File: src/rtl/smbase_guard_pkg.sv
package smbase_guard_pkg;

  // One-hot write actions decided by the control and applied by the datapath.
  typedef struct packed {
    logic takeQuery;  // answer the capability query and narrow the mask
    logic dropWrite;  // reset-state write: discard, register back to zero
    logic takeLock;   // lock bit written: freeze register and mask
    logic takeMerge;  // ordinary masked update
  } ctrlStrobe_t;

endpackage

File: src/rtl/smbase_guard_ctrl.sv
module smbase_guard_ctrl
  import smbase_guard_pkg::*;
#(
  parameter int                REG_W      = 8,
  parameter bit                FEATURE_EN = 1'b1,
  parameter logic [REG_W-1:0]  QUERY_CODE = '1,
  parameter logic [REG_W-1:0]  LOCK_MASK  = REG_W'(2)
) (
  input  logic              cfgWrEn,
  input  logic [REG_W-1:0]  mergedVal,
  input  logic              maskFull,
  output ctrlStrobe_t       strobe
);

  generate
    if (FEATURE_EN) begin : g_on
      always_comb begin
        strobe = '0;
        if (cfgWrEn) begin
          // The query test runs on the masked value, so it can only match
          // while every bit is still writable.
          if (mergedVal == QUERY_CODE) begin
            strobe.takeQuery = 1'b1;
          end else if (maskFull) begin
            strobe.dropWrite = 1'b1;
          end else if ((mergedVal & LOCK_MASK) != '0) begin
            strobe.takeLock = 1'b1;
          end else begin
            strobe.takeMerge = 1'b1;
          end
        end
      end
    end else begin : g_off
      logic unusedIn;
      assign unusedIn = cfgWrEn ^ maskFull ^ (^mergedVal);
      assign strobe   = '0;
    end
  endgenerate

endmodule

File: src/rtl/smbase_guard_dp.sv
module smbase_guard_dp
  import smbase_guard_pkg::*;
#(
  parameter int                REG_W       = 8,
  parameter logic [REG_W-1:0]  IN_RAM_CODE = REG_W'(1),
  parameter logic [REG_W-1:0]  LOCK_MASK   = REG_W'(2)
) (
  input  logic              clk,
  input  logic              rstN,
  input  logic [REG_W-1:0]  cfgWrData,
  input  ctrlStrobe_t       strobe,
  output logic [REG_W-1:0]  mergedVal,
  output logic              maskFull,
  output logic [REG_W-1:0]  regVal,
  output logic              lockedQ
);

  logic [REG_W-1:0] valQ;
  logic [REG_W-1:0] maskQ;

  assign mergedVal = (valQ & ~maskQ) | (cfgWrData & maskQ);
  assign maskFull  = &maskQ;
  assign regVal    = valQ;

  always_ff @(posedge clk or negedge rstN) begin
    if (!rstN) begin
      valQ    <= '0;
      maskQ   <= '1;
      lockedQ <= 1'b0;
    end else if (strobe.takeQuery) begin
      valQ  <= IN_RAM_CODE;
      maskQ <= LOCK_MASK;
    end else if (strobe.dropWrite) begin
      valQ <= '0;
    end else if (strobe.takeLock) begin
      valQ    <= LOCK_MASK;
      maskQ   <= maskQ & ~LOCK_MASK;
      lockedQ <= 1'b1;
    end else if (strobe.takeMerge) begin
      valQ <= mergedVal;
    end
  end

endmodule

File: src/rtl/smbase_guard_route.sv
module smbase_guard_route #(
  parameter int                 ADDR_W      = 32,
  parameter int                 DATA_W      = 32,
  parameter logic [ADDR_W-1:0]  REGION_BASE = ADDR_W'(32'h0003_0000),
  parameter logic [ADDR_W-1:0]  REGION_SIZE = ADDR_W'(32'h0002_0000)
) (
  input  logic               memValid,
  input  logic               memWrite,
  input  logic [ADDR_W-1:0]  memAddr,
  input  logic               memSmm,
  input  logic [DATA_W-1:0]  ramRdData,
  input  logic               lockedQ,
  output logic               ramValid,
  output logic               ramWrite,
  output logic [DATA_W-1:0]  memRdData
);

  // One extra bit so a window ending at the top of the space does not wrap.
  localparam logic [ADDR_W:0] REGION_END = {1'b0, REGION_BASE} + {1'b0, REGION_SIZE};

  logic inRegion;
  logic blocked;

  assign inRegion  = (memAddr >= REGION_BASE) && ({1'b0, memAddr} < REGION_END);
  assign blocked   = memValid && inRegion && lockedQ && !memSmm;
  assign ramValid  = memValid && !blocked;
  assign ramWrite  = ramValid && memWrite;
  assign memRdData = blocked ? '1 : ramRdData;

endmodule

File: src/rtl/smbase_guard.sv
module smbase_guard
  import smbase_guard_pkg::*;
#(
  parameter bit                 FEATURE_EN  = 1'b1,
  parameter int                 ADDR_W      = 32,
  parameter int                 DATA_W      = 32,
  parameter int                 REG_W       = 8,
  parameter logic [ADDR_W-1:0]  REGION_BASE = ADDR_W'(32'h0003_0000),
  parameter logic [ADDR_W-1:0]  REGION_SIZE = ADDR_W'(32'h0002_0000),
  parameter logic [REG_W-1:0]   QUERY_CODE  = '1,
  parameter logic [REG_W-1:0]   IN_RAM_CODE = REG_W'(1),
  parameter logic [REG_W-1:0]   LOCK_MASK   = REG_W'(2)
) (
  input  logic               clk,
  input  logic               rstN,
  input  logic               cfgWrEn,
  input  logic [REG_W-1:0]   cfgWrData,
  output logic [REG_W-1:0]   cfgRdData,
  output logic               lockedOut,
  input  logic               memValid,
  input  logic               memWrite,
  input  logic [ADDR_W-1:0]  memAddr,
  input  logic               memSmm,
  input  logic [DATA_W-1:0]  ramRdData,
  output logic               ramValid,
  output logic               ramWrite,
  output logic [DATA_W-1:0]  memRdData
);

  ctrlStrobe_t       strobe;
  logic [REG_W-1:0]  mergedVal;
  logic              maskFull;
  logic              lockedQ;

  smbase_guard_ctrl #(
    .REG_W(REG_W), .FEATURE_EN(FEATURE_EN),
    .QUERY_CODE(QUERY_CODE), .LOCK_MASK(LOCK_MASK)
  ) u_ctrl (
    .cfgWrEn(cfgWrEn), .mergedVal(mergedVal), .maskFull(maskFull), .strobe(strobe)
  );

  smbase_guard_dp #(
    .REG_W(REG_W), .IN_RAM_CODE(IN_RAM_CODE), .LOCK_MASK(LOCK_MASK)
  ) u_dp (
    .clk(clk), .rstN(rstN), .cfgWrData(cfgWrData), .strobe(strobe),
    .mergedVal(mergedVal), .maskFull(maskFull), .regVal(cfgRdData), .lockedQ(lockedQ)
  );

  smbase_guard_route #(
    .ADDR_W(ADDR_W), .DATA_W(DATA_W),
    .REGION_BASE(REGION_BASE), .REGION_SIZE(REGION_SIZE)
  ) u_route (
    .memValid(memValid), .memWrite(memWrite), .memAddr(memAddr), .memSmm(memSmm),
    .ramRdData(ramRdData), .lockedQ(lockedQ),
    .ramValid(ramValid), .ramWrite(ramWrite), .memRdData(memRdData)
  );

  assign lockedOut = lockedQ;

endmodule

File: config.mk
export PLATFORM = sky130hd
export DESIGN_NAME = smbase_guard
export DESIGN_NICKNAME = d
export VERILOG_FILES = /design/src/rtl/smbase_guard_pkg.sv /design/src/rtl/smbase_guard_ctrl.sv /design/src/rtl/smbase_guard_dp.sv /design/src/rtl/smbase_guard_route.sv /design/src/rtl/smbase_guard.sv
export SDC_FILE = /design/constraint.sdc
export NUM_CORES = 1
export LEC_CHECK = 0
export CORE_UTILIZATION = 23
export DETAILED_ROUTE_END_ITERATION = 12
export GPL_ROUTABILITY_DRIVEN = 0
export PLACE_DENSITY_LB_ADDON = 0.25
export SETUP_SLACK_MARGIN = 0.05
export SYNTH_ARGS = -nofsm -noshare
export SYNTH_HDL_FRONTEND = slang
export SYNTH_SLANG_ARGS = --single-unit
File: constraint.sdc
create_clock -name clk -period 1.8 [get_ports clk]
set_clock_uncertainty 0.05 [all_clocks]
set_input_delay 0.36 -clock clk [delete_from_list [all_inputs] [get_ports clk]]
set_output_delay 0.36 -clock clk [all_outputs]
set_load 0.005 [all_outputs]
# After elaboration in Yosys (flattened, before gate mapping)
# Cells that the tools add are included.
# W data, S select, Z words.
# totals
romBits,0
output_inout_bits,43
latch_bits,0
word_cells,42
in_bits,78
mem_count,0
ramBits,0
register_bits,17
# op_classes
add_sub_neg,0
div,0
order_cmp,2
n_mux,15
mul,0
eq_ne,2
reduce_logical,13
bitwise_logic,6
shift,0
# ops
cell,n
$mux W8,6
$ge A32 B18 Y1 const B,1
$lt A32 B19 Y1 const B,1
$mux W32,1
$and A8 B8 Y8,2
$eq A8 B8 Y1 const B,1
$not A8 Y8,1
$or A8 B8 Y8,1
$reduce_and A8 Y1,1
$logic_and A1 B1 Y1,6
$mux W1,4
$mux W2,2
$mux W4,1
$reduce_bool A4 Y1,1
$mux W3,1
$reduce_and A3 Y1,1
$logic_not A1 Y1,2
$ne A2 B1 Y1 const B,1
$not A1 Y1,2
$reduce_and A2 Y1,1
$reduce_bool A2 Y1,1

# Logic depth before layout (Yosys ltp)
# Gate-level depths: netlist of run 1.
# depth
depth_word,11
depth_mapped,5
depth_no_buf,4

# By module
# Synthesis of run 1 repeated with hierarchy kept, for this count alone.
# unflattened
cells_unflattened,110
area_unflattened_um2,1206.2
# by_module_without_submodules
mod,cells_each,seq_area_each_um2,area_per_inst_um2,n_inst
smbase_guard_dp,54,277.8,608.1,1
smbase_guard_route,48,0.0,545.5,1
smbase_guard_ctrl,8,0.0,52.6,1

# Worst setup path after synthesis of run 1
# OpenSTA, ideal clock, no wires.
# synth_path
kind,input port to output port
startpoint,in memAddr[26]
endpoint,out memRdData[10]
slack_ns,0.176
t_arrival_ns,1.214
stages,5
path_buffers,1
required_time_ns,1.390
path_cell_list,nor4_2 > nand4_1 > a21oi_4 > buf_6 > or2_1
# synth_via
elab_chain_len,6
word_cells_on_any_way,7
cone_classes,order compare (2); mux (1); reduce/logical (4)
# synth_rtl
element,line_no,rtl
"start, declared",smbase_guard.sv:22,"input logic [ADDR_W-1:0] memAddr,"
$ge A32 B18 Y1 / $lt A32 B19 Y1 (equally long branches),smbase_guard_route.sv:24,"assign inRegion = (memAddr >= REGION_BASE) && ({1'b0, memAddr} < REGION_END);"
$logic_and A1 B1 Y1 *,smbase_guard_route.sv:24,
$logic_and A1 B1 Y1 * (3 in series),smbase_guard_route.sv:25,assign blocked = memValid && inRegion && lockedQ && !memSmm;
$mux W32 *,smbase_guard_route.sv:28,assign memRdData = blocked ? '1 : ramRdData;
"end, declared",smbase_guard.sv:27,output logic [DATA_W-1:0] memRdData
# Every way passes the cells marked *; elsewhere a longest branch is shown, timed or not.

# Worst setup path in the final report of run 1
# layout_path
startpoint,reg u_dp.lockedQ
endpoint,out memRdData[8]
# layout_via
elab_chain_len,3
# layout_rtl
element,line_no,rtl
"start, declared",smbase_guard_dp.sv:15,output logic lockedQ
"start signal, assigned",smbase_guard_dp.sv:29,lockedQ <= 1'b0;
"start signal, assigned",smbase_guard_dp.sv:38,lockedQ <= 1'b1;
$logic_and A1 B1 Y1 (2 in series),smbase_guard_route.sv:25,
$mux W32,smbase_guard_route.sv:28,
# No other way between the ends.

==> results of run 1 <==
cell usage after synthesis, types with 2 or more instances:
library cell	number
a22o_1	7
buf_6	3
nand4_1	4
dfstp_2	2
nand2_1	4
dfrtp_1	9
nor2_1	4
or2_2	2
or2_1	30
nor4_2	3
per-layer routing:
layer | vias up | share of wire | global-route usage
li1 | 542 | - | -
met1 | 521 | 0.35 | 0.180
met2 | 59 | 0.53 | 0.364
met3 | 6 | 0.10 | 0.0378
met4 | 0 | 0.015 | 0.0540
met5 | - | 0 | 0
cell type report:
class,instances,area share
multi-input cells,71,0.266
repair buffers,117,0.543
well taps,46,0.0303
flip-flops and latches,11,0.146
clock buffers,4,0.0139
stage by stage:
stage          cell area [sq um]  utilization
2_1_floorplan                816            -
3_3_place_gp                1920        0.571
3_5_place_dp                1920        0.571
4_1_cts                     1980        0.588
5_1_grt                     1900        0.564
6_report                    1900        0.564
cells by family (layout without fill, tap and decap cells):
logic type             count (synthesis)  after routing  synth area share
buffers and inverters                  4            121            0.0460
muxes                                  1              1            0.0138
DFF                                   11             11             0.340
AOI/OAI and AO/OA                     15             15             0.155
and+or+nand+nor                       55             55             0.445
where the power goes:
| part | leakage (nW) | switching (mW) | internal, mW |
|---|---|---|---|
| sequential | 0.146 | 0 | 0.247 |
| clock | 0.0150 | 0.0809 | 0.0858 |
| combinational | 0.737 | 0.0645 | 0.155 |
flip-flops by register name (all words and copies together) (netlist names):
| signal | cells |
|---|---|
| u_dp.regVal | 8 |
| u_dp.maskQ | 2 |
| u_dp.lockedQ | 1 |
final timing paths:
path                                                 from                          to  slack (ns)  cells past startpoint
worst max-delay path             u_dp.lockedQ$_DFFE_PN0P_                memRdData[8]       -0.37                      8
max in group asynchronous                            rstN   u_dp.maskQ[6]$_DFFE_PN1P_        0.99                      1
min in group clk                u_dp.maskQ[1]$_DFFE_PN1P_   u_dp.maskQ[1]$_DFFE_PN1P_        0.48                      2
worst max register to register  u_dp.maskQ[1]$_DFFE_PN1P_  u_dp.regVal[0]$_DFFE_PN0P_        0.26                      4
worst min-delay path                                 rstN  u_dp.regVal[0]$_DFFE_PN0P_        0.36                      1
worst min register to register  u_dp.maskQ[1]$_DFFE_PN1P_   u_dp.maskQ[1]$_DFFE_PN1P_        0.48                      2
repair_timing:
item / in CTS / in global routing
hold buffers: 0 / 0
resized for setup: 179 / 3
setup buffers: 8 / 1
cloned: 4 / 0
endpoints found under the setup margin: 34 / 34
pin swaps: 13 / 9
==> key figures, run 1 <==
Status
  – Status: finished with violations
  – Failing checks: setup timing

Power and ir drop
  – Worst VDD drop: 0.000303 V
  – Leak: 0.898 nW
  – Design Power: 634 uW
  – Pwr/cell area: 334 nW/um^2

Clock network
  – CTS H-tree lvls: 1
  – Clk pin slew, worst setup/hold paths: 0.07 ns
  – CTS tree: built
  – Max clock buf depth: 2
  – Clock Latency Late Sink: 0.27 ns
  – CTS root buf: clkbuf_4
  – CTS sink cnt: 11
  – Total CTS buffers: 3

Timing
  – Final setup viols: 34
  – Fin worst setup slack: -0.370 ns
  – Worst hold margin: 0.363 ns
  – Slew margin rel.: 0.683
  – Max Freq: 461 MHz
  – Tmin final: 2.17 ns
  – RSZ-0062 raised after global routing: yes
  – Worst-margin pin slew: 0.474 ns
  – Fin. Hold Viols: 0
  – Setup_tns: -9.79 ns
  – Slew Limit Fails: 0
  – Final worst-path cycle share: 1.21

GRT
  – Pin count of the biggest net entering global routing: 12
  – Initial antenna violation count: 0
  – First-pass GRT wire length: 5.00 mm
  – Total track usage: 0.180
  – Vias in the first global route: 1070
  – GRT Residual Overflow: 0

Yosys
  – Mapped Nets: 164
  – Share of the synthesized area in the top cell type: 0.276
  – Post-synth EDFFs: 0
  – Synth Area per Inst: 9.49 sq um
  – Top post-synthesis cells by area: dfrtp_1, or2_1, a22o_1
  – YS warnings: 0
  – Main flop type after synthesis: dfrtp_1
  – Asr flop ratio synth: 1.00
  – Post-synth cell types: 28
  – Sequential area share after synthesis: 0.340
  – Leading area contributor after synthesis: dfrtp_1
  – Mapped Area: 816 sq um
  – Cells after Synth: 86
  – Seq cells post-synth: 11

Route
  – DR iter-0 viols: 28
  – Via density: 4.53
  – Final WL: 3.75 mm
  – Remaining antenna violation count: 0
  – WL per Instance: 15.0 microns
  – DRT Pass-1 Iters: 3
  – Via count: 1128
  – # DRC: 0

Worst setup path
  – CP arrival: 1.76 ns
  – Setup crit start kind: flip-flop
  – Crit Path Category: flip-flop to output pin
  – Most frequent CP cell: buf_6
  – Crit path cell chain: and4bb_2 > nand4_1 > a21oi_4 > buf_6 > buf_6 > buf_16 > or2_1 > buf_2
  – Critical Path End Type: output pin
  – CP Buf/Inv Count: 4
  – Largest delay share family, worst path: simple AND/OR/NAND/NOR gates
  – Slowest stage delay, CP: 0.38 ns
  – Critical path fanouts, max: 8
  – Crit path required time: 1.39 ns
  – Crit-path slowest cell: dfrtp_1

Floorplanning
  – Starting density of the core: 0.243
  – Core ar.: 3360 sq um
  – Cell row count: 21
  – Chip Width: 61.6 microns
  – IO Count: 121
  – Die Area: 3790 sq um
  – DIE HEIGHT: 61.6 microns

Final layout
  – Antenna cells: 0
  – Area Overhead vs Synth: 133%
  – Commonest non-fill, non-tap cell in the layout: clkdlybuf4s50_1
  – Non-filler instance count after layout: 249
  – Net count, final: 282
  – Reg area: 278 sq um
  – Filler Cells Inserted: 318
  – Share of layout cells above drive strength 1: 0.310
  – Most frequent cells in the layout: clkdlybuf4s50_1, buf_2, or2_1
  – Multi-input gate area: 505 sq um

Placement
  – Hpwl dp: 2.80 mm
  – Setup slack at placement: -0.834 ns
  – Port Buf Inserts: 104
  – DP Cell Count: 236

Run
  – Max-Cap Viols: 0

Hold path
  – Class of the worst hold path: input port to asynchronous set/reset pin
No activity file was read; power rests on OpenSTA's default activity.
==> inputs of run 2 (changes only) <==
--- a/config.mk
+++ b/config.mk
@@ -5,6 +5,7 @@
 export SDC_FILE = /design/constraint.sdc
 export NUM_CORES = 1
 export LEC_CHECK = 0
+export CAP_MARGIN = 20
 export CORE_UTILIZATION = 23
 export DETAILED_ROUTE_END_ITERATION = 12
 export GPL_ROUTABILITY_DRIVEN = 0
==> constraint.sdc (replaced) <==
create_clock -name clk -period 2.4 [get_ports clk]
set_clock_uncertainty 0.05 [all_clocks]
set_input_delay 0.48 -clock clk [delete_from_list [all_inputs] [get_ports clk]]
set_output_delay 0.48 -clock clk [all_outputs]
set_load 0.005 [all_outputs]
==> key figures, run 2 (synthesized netlist as in run 1, its figures left out) <==
Timing
  – RSZ-0062 raised after global routing: no (was yes)
  – Setup_tns: 0 ns (was -9.79 ns)
  – Max Freq: 442 MHz
  – Slew Limit Fails: 0 (unchanged)
  – Final setup viols: 0 (was 34)
  – Fin. Hold Viols: 0 (unchanged)
  – Final worst-path cycle share: 0.942
  – Slew margin rel.: 0.683 (about the same)
  – Tmin final: 2.26 ns
  – Worst-margin pin slew: 0.474 ns (about the same)

Worst setup path
  – R2r endpoint: u_dp.regVal[0]$_DFFE_PN0P_ (unchanged)
  – Setup crit start kind: input port (was flip-flop)
  – Crit Path Category: input port to output pin (was flip-flop to output pin)
  – CP arrival: 1.73 ns (was 1.76 ns)
  – Reg2reg path depth: 4 (unchanged)
  – R2R setup slack: 0.85 ns (was 0.26 ns)
  – Critical path fanouts, max: 8 (unchanged)
  – Reg2reg start: u_dp.maskQ[1]$_DFFE_PN1P_ (unchanged)
  – Slowest stage delay, CP: 0.23 ns (was 0.38 ns)
  – Largest delay share family, worst path: buffers and inverters (was simple AND/OR/NAND/NOR gates)
  – Crit path cell chain: clkdlybuf4s15_1 > nor4_2 > nand4_1 > a21oi_4 > buf_6 > clkbuf_16 > or2_1 > clkbuf_2 (was and4bb_2 > nand4_1 > a21oi_4 > buf_6 > buf_6 > buf_16 > or2_1 > buf_2)
  – CP Buf/Inv Count: 4 (unchanged)
  – Crit-path slowest cell: nor4_2 (was dfrtp_1)
  – Crit path required time: 1.87 ns (was 1.39 ns)
  – Critical Path End Type: output pin (unchanged)

Route
  – DR iter-0 viols: 26 (was 28)
  – WL per Instance: 15.1 microns (was 15.0 microns)
  – Via density: 4.53 (about the same)
  – # DRC: 0 (unchanged)
  – Via count: 1111 (was 1128)
  – Remaining antenna violation count: 0 (unchanged)
  – Final WL: 3.70 mm (was 3.75 mm)
  – DRT Pass-1 Iters: 4 (was 3)

Floorplanning
  – Core ar.: 3360 sq um (unchanged)
  – Chip Width: 61.6 microns (unchanged)
  – Die Area: 3790 sq um (unchanged)
  – Cell row count: 21 (unchanged)
  – DIE HEIGHT: 61.6 microns (unchanged)
  – IO Count: 121 (unchanged)
  – Starting density of the core: 0.243 (unchanged)

Clock network
  – Clk pin slew, worst setup/hold paths: 0.07 ns (about the same)
  – CTS tree: built (unchanged)
  – Max clock buf depth: 2 (unchanged)
  – CTS sink cnt: 11 (unchanged)
  – Total CTS buffers: 3 (unchanged)
  – CTS H-tree lvls: 1 (unchanged)
  – Clock Latency Late Sink: 0.28 ns (was 0.27 ns)
  – CTS root buf: clkbuf_4 (unchanged)

Run
  – Max-Cap Viols: 0 (unchanged)

Hold path
  – Class of the worst hold path: input port to asynchronous set/reset pin (unchanged)

Final layout
  – Share of layout cells above drive strength 1: 0.322 (was 0.310)
  – Max reg flops: 8 (unchanged)
  – Net count, final: 278 (was 282)
  – Commonest non-fill, non-tap cell in the layout: clkdlybuf4s50_1 (unchanged)
  – Area Overhead vs Synth: 130% (was 133%)
  – Most frequent cells in the layout: clkdlybuf4s50_1, or2_1, buf_2 (was clkdlybuf4s50_1, buf_2, or2_1)
  – Antenna cells: 0 (unchanged)

Power and ir drop
  – Worst VDD drop: 0.000223 V (was 0.000303 V)
  – Design Power: 474 uW (was 634 uW)
  – Leak: 0.865 nW (was 0.898 nW)
  – Pwr/cell area: 253 nW/um^2 (was 334 nW/um^2)

GRT
  – Total track usage: 0.172 (was 0.180)
  – Pin count of the biggest net entering global routing: 18 (was 12)
  – Vias in the first global route: 1015 (was 1070)
  – Initial antenna violation count: 0 (unchanged)
  – GRT Residual Overflow: 0 (unchanged)
  – First-pass GRT wire length: 4.78 mm (was 5.00 mm)

Placement
  – Hpwl dp: 2.83 mm (was 2.80 mm)
  – Port Buf Inserts: 104 (unchanged)

Status
  – Status: complete, no violations (was finished with violations)
## run 2: changes by cell type in the layout (fill, tap and decap cells not counted), sizes merged
| cell | change |
|---|---|
| clkbuf | +19 |
| dlygate4sd2 | -3 |
| clkdlybuf4s15 | -1 |
| dlymetal6s2s | -1 |
| buf | -19 |
| clkdlybuf4s50 | +1 |
## run 2: per-layer routing
layer  up-vias  track usage  wire length (microns)  share of wire
met3         7       0.0462                    437           0.12
li1        533            -                      -              -
met2        70        0.344                   1970           0.53
met5         -            0                      0              0
met1       501        0.160                   1220           0.33
met4         0       0.0730                     70          0.019
## run 2: cell type report
type	count	area, sq um
flip-flops and latches	11	278
clock buffers	4	26.3
fillers	332	1490
well taps	46	57.6
multi-input cells	71	509
repair buffers	113	1000
## run 2: worst max-delay path by stage
| stage | start | to | cells past startpoint |
|---|---|---|---|
| after floorplan | memAddr[26] | memRdData[10] | 5 |
| after global routing | memAddr[27] | memRdData[15] | 8 |
| final | memAddr[27] | memRdData[11] | 8 |
| after detailed placement | memAddr[30] | memRdData[30] | 7 |
| after global placement | memAddr[30] | memRdData[30] | 7 |
| after CTS | memAddr[21] | memRdData[30] | 9 |
## run 2: per-stage QoR
stage / area [sq um] / std cells / setup slack [ns] / util / hold slack (ns)
2_1_floorplan: 816 / 86 / 0.536 / - / 0.134
3_3_place_gp: 1900 / 234 / -0.475 / 0.566 / 0.443
3_5_place_dp: 1900 / 234 / -0.516 / 0.566 / 0.451
4_1_cts: 1920 / 244 / 0.0535 / 0.571 / 0.473
5_1_grt: 1880 / 245 / 0.0505 / 0.558 / 0.494
6_report: 1880 / 245 / 0.140 / 0.558 / 0.470
## run 2: worst reg2reg max path: cells and delay by family, from the launching register on
| family | cells | cell delay (ns) |
|---|---|---|
| AO/OA/AOI/OAI | 2 | 0.41 |
| flip-flops | 1 | 0.58 |
| multiplexers | 1 | 0.36 |
| AND/OR/NAND/NOR | 1 | 0.09 |
## run 2: power by group
| part | internal [mW] | total (mW) | switching, mW |
|---|---|---|---|
| logic | 0.112 | 0.160 | 0.0473 |
| clock network | 0.0646 | 0.129 | 0.0641 |
| registers | 0.185 | 0.185 | 0 |
## run 2: what timing repair did
| action | CTS | global route |
|---|---|---|
| resized for setup | 142 | 25 |
| buffers inserted | 4 | 0 |
| setup endpoints to repair | 34 | 34 |
| cloned | 2 | 2 |
| pin swaps | 8 | 5 |
| hold buffers | 0 | 0 |
==> inputs of run 3 (changes only) <==
--- a/config.mk
+++ b/config.mk
@@ -7,6 +7,8 @@
 export LEC_CHECK = 0
 export CAP_MARGIN = 20
 export CORE_UTILIZATION = 23
+export CTS_BUF_LIST = sky130_fd_sc_hd__clkbuf_8 sky130_fd_sc_hd__clkbuf_16
+export CTS_CLUSTER_SIZE = 40
 export DETAILED_ROUTE_END_ITERATION = 12
 export GPL_ROUTABILITY_DRIVEN = 0
 export PLACE_DENSITY_LB_ADDON = 0.25
==> key figures, run 3 (synthesized netlist as in run 1, its figures left out) <==
Timing
  – RSZ-0062 raised after global routing: no (unchanged)
  – Final setup viols: 0 (unchanged)
  – Worst-margin pin slew: 0.476 ns (was 0.474 ns)
  – Fin worst setup slack: 0.141 ns (was 0.140 ns)
  – Final worst-path cycle share: 0.941 (was 0.942)
  – Setup_tns: 0 ns (unchanged)
  – Slew margin rel.: 0.682 (was 0.683)
  – Max Freq: 443 MHz (was 442 MHz)
  – Tmin final: 2.26 ns (about the same)
  – Worst hold margin: 0.467 ns (was 0.470 ns)
  – Slew Limit Fails: 0 (unchanged)
  – Fin. Hold Viols: 0 (unchanged)

GRT
  – Vias in the first global route: 1007 (was 1015)
  – First-pass GRT wire length: 4.78 mm (unchanged)
  – Total track usage: 0.172 (about the same)
  – Pin count of the biggest net entering global routing: 18 (unchanged)
  – Initial antenna violation count: 0 (unchanged)
  – GRT Residual Overflow: 0 (unchanged)

Worst setup path
  – R2r endpoint: u_dp.regVal[0]$_DFFE_PN0P_ (unchanged)
  – Largest delay share family, worst path: buffers and inverters (unchanged)
  – Critical path fanouts, max: 8 (unchanged)
  – Slowest stage delay, CP: 0.23 ns (about the same)
  – Crit path cell chain: clkdlybuf4s15_1 > nor4_2 > nand4_1 > a21oi_4 > buf_6 > clkbuf_16 > or2_1 > clkbuf_2 (unchanged)
  – CP Buf/Inv Count: 4 (unchanged)
  – Setup crit start kind: input port (unchanged)
  – Crit-path slowest cell: nor4_2 (unchanged)
  – Reg2reg start: u_dp.maskQ[1]$_DFFE_PN1P_ (unchanged)
  – CP arrival: 1.73 ns (about the same)
  – R2R setup slack: 0.87 ns (was 0.85 ns)
  – Crit Path Category: input port to output pin (unchanged)
  – Reg2reg path depth: 4 (unchanged)
  – Critical Path End Type: output pin (unchanged)
  – Crit path required time: 1.87 ns (about the same)

Clock network
  – CTS tree: built (unchanged)
  – Max clock buf depth: 2 (unchanged)
  – CTS sink cnt: 11 (unchanged)
  – CTS H-tree lvls: 1 (unchanged)
  – Total CTS buffers: 3 (unchanged)
  – Clock Latency Late Sink: 0.25 ns (was 0.28 ns)
  – Clk pin slew, worst setup/hold paths: 0.05 ns (was 0.07 ns)
  – CTS root buf: clkbuf_8 (was clkbuf_4)

Floorplanning
  – Chip Width: 61.6 microns (unchanged)
  – Die Area: 3790 sq um (unchanged)
  – Starting density of the core: 0.243 (unchanged)
  – DIE HEIGHT: 61.6 microns (unchanged)
  – Core ar.: 3360 sq um (unchanged)
  – Cell row count: 21 (unchanged)
  – IO Count: 121 (unchanged)

Route
  – DR top layer: met4 (unchanged)
  – Met2 wire len: 1.98 mm (was 1.97 mm)
  – Via count: 1103 (was 1111)
  – Final WL: 3.71 mm (was 3.70 mm)
  – Wire length on met3: 440 microns (was 437 microns)
  – WL per Instance: 15.2 microns (was 15.1 microns)
  – # DRC: 0 (unchanged)
  – DR iter-0 viols: 23 (was 26)
  – Via density: 4.52 (was 4.53)
  – Met1 Wirelength: 1.23 mm (was 1.22 mm)
  – Remaining antenna violation count: 0 (unchanged)
  – DRT Pass-1 Iters: 4 (unchanged)

Power and ir drop
  – Clock power share: 0.354 (was 0.271)
  – Leak: 0.872 nW (was 0.865 nW)
  – Pwr/cell area: 284 nW/um^2 (was 253 nW/um^2)
  – Logic pwr share: 0.298 (was 0.337)
  – Switching Fraction: 0.231 (was 0.235)
  – Worst VDD drop: 0.000263 V (was 0.000223 V)
  – Reg power frac: 0.348 (was 0.391)
  – Int Pwr: 411 uW (was 363 uW)
  – Psw: 124 uW (was 111 uW)

Status
  – Status: complete, no violations (unchanged)

Final layout
  – Share of layout cells above drive strength 1: 0.318 (was 0.322)
  – Net count, final: 277 (was 278)
  – Non-filler instance count after layout: 244 (was 245)
  – Commonest non-fill, non-tap cell in the layout: clkdlybuf4s50_1 (unchanged)
  – Reg area: 278 sq um (unchanged)
  – Filler Cells Inserted: 334 (was 332)
  – Area Overhead vs Synth: 131% (was 130%)
  – Most frequent cells in the layout: clkdlybuf4s50_1, or2_1, buf_2 (unchanged)
  – Max reg flops: 8 (unchanged)
  – Antenna cells: 0 (unchanged)
  – Multi-input gate area: 509 sq um (unchanged)

Hold path
  – Class of the worst hold path: flip-flop to flip-flop (was input port to asynchronous set/reset pin)
  – Hold path endpoint: u_dp.lockedQ$_DFFE_PN0P_
  – Hold Path Cell Cnt: 1
  – Hold path startpoint: u_dp.lockedQ$_DFFE_PN0P_

Placement
  – Hpwl dp: 2.83 mm (unchanged)
  – DP Cell Count: 234 (unchanged)
  – Setup slack at placement: -0.516 ns (unchanged)
  – Port Buf Inserts: 104 (unchanged)

Run
  – Max-Cap Viols: 0 (unchanged)
run 3: cell types whose count changed in the layout (fill, tap and decap cells not counted), sizes merged:
cell / previous run / this run
buf: 29 / 28
inv: 0 / 1
clkbuf: 24 / 23
run 3: final cells by class:
cell class | instances | share of cell area
clock buffer | 3 | 0.0219
clock inverter | 1 | 0.00199
multi-input combinational | 71 | 0.270
sequential | 11 | 0.147
tap | 46 | 0.0305
timing repair buffer | 112 | 0.529
run 3: worst max path at each step:
stage / from / to / slack, ns / cells past startpoint
final: memAddr[27] / memRdData[11] / 0.14 / 8
after CTS: memAddr[21] / memRdData[30] / 0.05 / 9
after detailed placement: memAddr[30] / memRdData[30] / -0.52 / 7
after global placement: memAddr[30] / memRdData[30] / -0.47 / 7
after floorplan: memAddr[26] / memRdData[10] / 0.54 / 5
after global routing: memAddr[27] / memRdData[15] / 0.05 / 8
run 3: worst register-to-register path, stage by stage (launching register included):
cell and delay, ns:
dfstp_2 0.57, mux2_2 0.36, o21ai_2 0.29, a22oi_1 0.11, nand2_1 0.09
run 3: through the flow:
step	power, mW	cell area (sq um)	utilization
4_1_cts	0.543	1930	0.574
5_1_grt	0.557	1890	0.561
3_5_place_dp	0.386	1900	0.566
3_3_place_gp	0.383	1900	0.566
6_report	0.535	1890	0.561
2_1_floorplan	0.220	816	-
run 3: power by group through the flow:
stage / Combinational (mW) / Sequential [mW] / Clock, mW
2_1_floorplan: 0.0309 / 0.189 / 0
3_3_place_gp: 0.194 / 0.189 / 0
3_5_place_dp: 0.197 / 0.189 / 0
4_1_cts: 0.166 / 0.186 / 0.191
5_1_grt: 0.173 / 0.186 / 0.198
6_report: 0.160 / 0.186 / 0.189
run 3: per-layer routing:
layer  track usage  up-vias
met5             0        -
met3        0.0462        5
met2         0.343       65
li1              -      530
met1         0.163      503
met4        0.0730        0
run 3: timing repair:
| item | in CTS | in global routing |
|---|---|---|
| setup buffers | 3 | 0 |
| resized for setup | 142 | 25 |
| pin swaps | 8 | 5 |
| gates cloned | 2 | 2 |
| endpoints found under the hold margin | 0 | 0 |
| setup endpoints to repair | 34 | 34 |
| hold buffers | 0 | 0 |
